### src/rtl/acc_arith_pkg.sv
package acc_arith_pkg;

  typedef enum logic [1:0] {
    OP_ADD = 2'd0,
    OP_ADC = 2'd1,
    OP_SUB = 2'd2,
    OP_SBC = 2'd3
  } arith_op_e;

  localparam int FLAG_W   = 8;
  localparam int FLG_ZERO = 7;
  localparam int FLG_SUBT = 6;
  localparam int FLG_HALF = 5;
  localparam int FLG_CARY = 4;

endpackage

### src/rtl/acc_arith_sum.sv
module acc_arith_sum #(
  parameter int DATA_W = 8,
  parameter int HALF_POS = 4
) (
  input  logic              is_sub,
  input  logic              use_cin,
  input  logic              cin,
  input  logic [DATA_W-1:0] a,
  input  logic [DATA_W-1:0] b,
  output logic [DATA_W-1:0] res,
  output logic              half_out,
  output logic              full_out
);
  localparam int EXT_W = DATA_W + 1;

  logic [EXT_W-1:0] ext_a;
  logic [EXT_W-1:0] ext_b;
  logic [EXT_W-1:0] cin_term;
  logic [EXT_W-1:0] total;
  logic [EXT_W-1:0] nocarry;
  logic [EXT_W-1:0] carry_into;

  always_comb begin
    ext_a    = {1'b0, a};
    ext_b    = {1'b0, b};
    // carry kept as its own term, never folded into b
    cin_term = {{DATA_W{1'b0}}, use_cin & cin};
    if (is_sub) begin
      total = ext_a - ext_b - cin_term;
    end else begin
      total = ext_a + ext_b + cin_term;
    end
    nocarry    = ext_a ^ ext_b;
    carry_into = total ^ nocarry;
  end

  assign res      = total[DATA_W-1:0];
  assign half_out = carry_into[HALF_POS];
  assign full_out = carry_into[DATA_W];

endmodule

### src/rtl/acc_arith_flags.sv
module acc_arith_flags
  import acc_arith_pkg::*;
#(
  parameter int DATA_W = 8
) (
  input  logic [DATA_W-1:0] res,
  input  logic              is_sub,
  input  logic              half_in,
  input  logic              full_in,
  output logic [FLAG_W-1:0] flags
);
  always_comb begin
    flags           = '0;
    flags[FLG_ZERO] = (res == '0);
    flags[FLG_SUBT] = is_sub;
    flags[FLG_HALF] = half_in;
    flags[FLG_CARY] = full_in;
  end
endmodule

### src/rtl/acc_arith_reg.sv
module acc_arith_reg #(
  parameter int DATA_W = 8,
  parameter int FLAG_W = 8
) (
  input  logic              clk,
  input  logic              rst_n,
  input  logic              en,
  input  logic [DATA_W-1:0] d_res,
  input  logic [FLAG_W-1:0] d_flags,
  output logic [DATA_W-1:0] q_res,
  output logic [FLAG_W-1:0] q_flags
);
  always_ff @(posedge clk or negedge rst_n) begin
    if (!rst_n) begin
      q_res   <= '0;
      q_flags <= '0;
    end else if (en) begin
      q_res   <= d_res;
      q_flags <= d_flags;
    end
  end
endmodule

### src/rtl/acc_arith_unit.sv
module acc_arith_unit
  import acc_arith_pkg::*;
#(
  parameter int DATA_W = 8,
  parameter int HALF_POS = DATA_W / 2
) (
  input  logic              clk,
  input  logic              rst_n,
  input  logic              en,
  input  logic [1:0]        op,
  input  logic [DATA_W-1:0] opa,
  input  logic [DATA_W-1:0] opb,
  input  logic              cin,
  output logic [DATA_W-1:0] result,
  output logic [7:0]        flags
);
  arith_op_e         op_e;
  logic              is_sub;
  logic              use_cin;
  logic [DATA_W-1:0] comb_res;
  logic              half_c;
  logic              full_c;
  logic [FLAG_W-1:0] comb_flags;

  assign op_e    = arith_op_e'(op);
  assign is_sub  = (op_e == OP_SUB) || (op_e == OP_SBC);
  assign use_cin = (op_e == OP_ADC) || (op_e == OP_SBC);

  acc_arith_sum #(.DATA_W(DATA_W), .HALF_POS(HALF_POS)) u_sum (
    .is_sub   (is_sub),
    .use_cin  (use_cin),
    .cin      (cin),
    .a        (opa),
    .b        (opb),
    .res      (comb_res),
    .half_out (half_c),
    .full_out (full_c)
  );

  acc_arith_flags #(.DATA_W(DATA_W)) u_flags (
    .res     (comb_res),
    .is_sub  (is_sub),
    .half_in (half_c),
    .full_in (full_c),
    .flags   (comb_flags)
  );

  acc_arith_reg #(.DATA_W(DATA_W), .FLAG_W(FLAG_W)) u_reg (
    .clk     (clk),
    .rst_n   (rst_n),
    .en      (en),
    .d_res   (comb_res),
    .d_flags (comb_flags),
    .q_res   (result),
    .q_flags (flags)
  );

endmodule

### config.mk
export PLATFORM = sky130hd
export DESIGN_NAME = acc_arith_unit
export DESIGN_NICKNAME = d
export VERILOG_FILES = /design/src/rtl/acc_arith_pkg.sv /design/src/rtl/acc_arith_sum.sv /design/src/rtl/acc_arith_flags.sv /design/src/rtl/acc_arith_reg.sv /design/src/rtl/acc_arith_unit.sv
export SDC_FILE = /design/constraint.sdc
export NUM_CORES = 1
export LEC_CHECK = 0
export BUFFER_PORTS_ARGS = -buffer_cell sky130_fd_sc_hd__buf_2
export CAP_MARGIN = 20
export CORE_MARGIN = 2
export CORE_UTILIZATION = 45
export CTS_CLUSTER_DIAMETER = 100
export DETAILED_ROUTE_END_ITERATION = 12
export PLACE_DENSITY = 0.82
export SLEW_MARGIN = 20
export SYNTH_ARGS = -nofsm -noshare
export SYNTH_HDL_FRONTEND = slang
export SYNTH_SLANG_ARGS = --single-unit
### constraint.sdc
create_clock -name clk -period 2.8 [get_ports clk]
set_clock_uncertainty 0.2 [all_clocks]
set_input_delay 0.28 -clock clk [delete_from_list [all_inputs] [get_ports clk]]
set_output_delay 0.28 -clock clk [all_outputs]
set_load 0.01 [all_outputs]
==> impl_metrics.yaml <==
finish:
  fin_cells: 250
  fin_util_pct: 57.2
  fillers: 313
  area_growth_pct: 19.2
  layout-drive-gt1-share_pct: 28.6
  diodes: 0
  final_area_um2: 1760
  finalNetCount: 254
worst_setup_path:
  start_kind: "input port"
  rrSetupSlack_ns: 1.84
  required_ns: 2.77
  worst-path-max-fanout: 2
  critPathMostFrequentCell: "fa_1"
  crit_type: "input port to register"
  cp_slowest_stage_delay_ns: 0.47
  cp_slowest_cell: "fa_1"
  worstReg2RegEnd: "u_reg.q_flags[6]"
  rr_worst_depth: 1
  arrival_ns: 2.64
  crit_start: "opa[0]"
  r2r_start: "u_reg.q_flags[6]"
  endpoint_kind: "register"
  worstPathCellList: "buf_2, fa_1, fa_1, nand2b_2, a2111oi_4, nor2_2, xor2_1, a21o_1, o41ai_2"
die:
  ios: 38
  num_rows: 20
  start_util_pct: 48.0
  die-area_um2: 3760
  die_h_um: 61.3
  core_um2: 3080
  die_w_um: 61.3
clocking:
  cts_root_buffer: "clkbuf_4"
  cts.sink_count: 12
  path_clk_slew_ns: 0.07
  cts_buffers: 3
  postCtsSetupBuffers: 0
  cts.repair.resized: 0
  ctsLongestPathBuffers: 2
  cts_max_level: 1
  cts_hold_buf: 1
  clk_latency_ns: 0.27
  cts_tree: "yes"
timing:
  worst_slew_pin_slew_ns: 0.479
  fin_crit_ns: 2.67
  setup_violations: 0
  hold_viol_final: 0
  final.period_utilization_pct: 95.3
  slew_viol_final: 0
  finalSetupTns_ns: 0
  fmax_mhz: 375
  rsz0062_at_grt: "no"
  relSlewSlack_pct: 67.6
  setup_ws_ns: 0.133
detailed_routing:
  drt-wirelength-per-cell_um: 11.0
  post-route-drc-count: 0
  wirelength_mm: 2.74
  dr.pass1.iters: 4
  drt_iter0_drc: 39
  viasPerCell: 4.93
  route.antenna.remaining_nets: 0
  vias: 1232
placed_design:
  post_dp_cell_area_um2: 1720
  dp_hpwl_mm: 2.33
  gp_congestion: 0.868
  place_ws_ns: -0.158
  placedCellCount: 245
  portBuffers: 33
min_path:
  hold_class: "input port to asynchronous set/reset pin"
synthesis:
  synth_xor_area_share_pct: 5.93
  synth_top_family_by_area: "adder cells"
  yosysUniqueCellTypes: 42
  synth-seq-cells: 12
  synth_edf_count: 0
  synthMuxAreaShare_pct: 10.8
  synthSimpleGateAreaFrac_pct: 14.1
  syn-mean-instance-area_um2: 8.85
  ys_seq_area_share_pct: 20.3
  postSynthCellCount: 167
  yosys.area_share.adder_pct: 23.2
  synth-compound-area-share_pct: 15.9
  ys.warnings.count: 0
  netlist_area_um2: 1480
  synth-main-ff-cell: "dfrtp_1"
  async_flop_share_pct: 100
outcome:
  status: "completed"
grt:
  grt_max_degree: 24
  grt-ovfl-total: 0
  grt_antenna_before_repair: 0
  grt_use_total_pct: 16.1
  grt_pass1_wl_mm: 4.76
  grt_pass1_vias: 1189
pwr:
  p_leak_nw: 0.903
  power_density_nw_per_um2: 437
  vdd_drop_max_uv: 171
flow_run:
  cap_violations: 0
-- cell type report --
cell class / count / area (um^2) / share of cell area, %
multi-input combinational: 125 / 1050 / 59.5
sequential: 12 / 300 / 17.0
inverter: 23 / 86.3 / 4.90
clock buffer: 4 / 36.3 / 2.06
timing repair buffer: 42 / 235 / 13.4
tap: 44 / 55.1 / 3.12
-- worst max-delay path, delay by kind of cell --
family | cells | cell delay (ns)
AND/OR/NAND/NOR | 2 | 0.30
XOR/XNOR | 1 | 0.14
buffers and inverters | 1 | 0.11
adder cells (fa/ha/maj) | 2 | 0.89
AO/OA/AOI/OAI | 3 | 0.91
-- power breakdown --
| part | switching [mW] | leakage (nW) | internal (mW) |
|---|---|---|---|
| sequential | 0.0191 | 0.142 | 0.215 |
| combinational | 0.211 | 0.740 | 0.191 |
| clock | 0.0547 | 0.0210 | 0.0790 |
| total | 0.285 | 0.903 | 0.485 |
-- metal layers --
metal | track usage (%) | vias to the layer above | part of all wire, %
met2 | 28.9 | 29 | 46
met1 | 21.0 | 561 | 50
met5 | 0 | - | 0
met3 | 1.47 | 2 | 3.8
li1 | - | 640 | -
met4 | 3.42 | 0 | 0.58
-- stage by stage --
stage	power, mW	hold WS, ns
floorplan	0.513	-0.216
global placement	0.626	-0.0378
detailed placement	0.638	-0.0301
CTS	0.776	0.204
global route	0.839	0.220
finish	0.770	0.206
-- cell usage in the layout (no fill, tap or decap), types with 2 or more instances in the layout --
cell | netlist | routed
a21o_1 | 2 | 2
a21oi_1 | 10 | 10
a311oi_1 | 2 | 2
a31oi_1 | 2 | 2
buf_2 | 1 | 33
buf_4 | 4 | 8
clkbuf_4 | 0 | 3
conb_1 | 1 | 4
dfrtp_1 | 12 | 12
fa_1 | 4 | 4
ha_1 | 21 | 21
inv_1 | 23 | 23
mux2_2 | 8 | 8
mux2i_1 | 7 | 7
nand2_1 | 4 | 4
nand2b_1 | 4 | 4
nor2_1 | 13 | 13
nor2b_1 | 4 | 4
nor3_1 | 3 | 3
nor4_1 | 2 | 2
o21ai_0 | 5 | 5
o21bai_1 | 2 | 2
o31ai_1 | 2 | 2
xnor2_1 | 4 | 4
xor2_1 | 6 | 6
-- cells in the mapped netlist, drive strengths merged, types with 2 or more instances --
library cell	n	share of area [%]
inv	23	5.8
ha	21	18
nor2	14	3.7
dfrtp	12	20
a21oi	10	3.4
mux2	8	6.1
mux2i	7	4.7
buf	6	2.6
xor2	6	3.6
nand2b	5	2.3
o21ai	5	1.7
clkbuf	4	1.0
fa	4	5.4
nand2	4	1.0
nor2b	4	1.7
xnor2	4	2.4
nor3	3	1.0
a21o	2	1.0
a311oi	2	1.2
a31oi	2	0.85
nor4	2	0.85
o21bai	2	1.0
o31ai	2	1.0
-- cells by family (layout without fill, tap and decap cells) --
family                   count (synthesis)  count (layout)
flip-flops                              12              12
AO/OA/AOI/OAI                           32              32
buffers and inverters                   33              69
other                                    1               4
AND/OR/NAND/NOR                         39              39
multiplexers                            15              15
XOR/XNOR                                10              10
adder cells (fa/ha/maj)                 25              25
-- state kept, by name, indices dropped and copies added (netlist names) --
signal and flops:
u_reg.q_res 8, u_reg.q_flags 4
-- worst max-delay path by stage --
stage / endpoint / slack, ns / cells after the start
2_1_floorplan: u_reg.q_flags[7] / 0.05 / 9
5_1_grt: u_reg.q_flags[7] / 0.03 / 10
6_report: u_reg.q_flags[7] / 0.13 / 9
4_1_cts: u_reg.q_flags[7] / 0.12 / 9
3_3_place_gp: u_reg.q_flags[7] / -0.11 / 9
3_5_place_dp: u_reg.q_flags[7] / -0.16 / 9
Power figures use the tool's default switching activity.
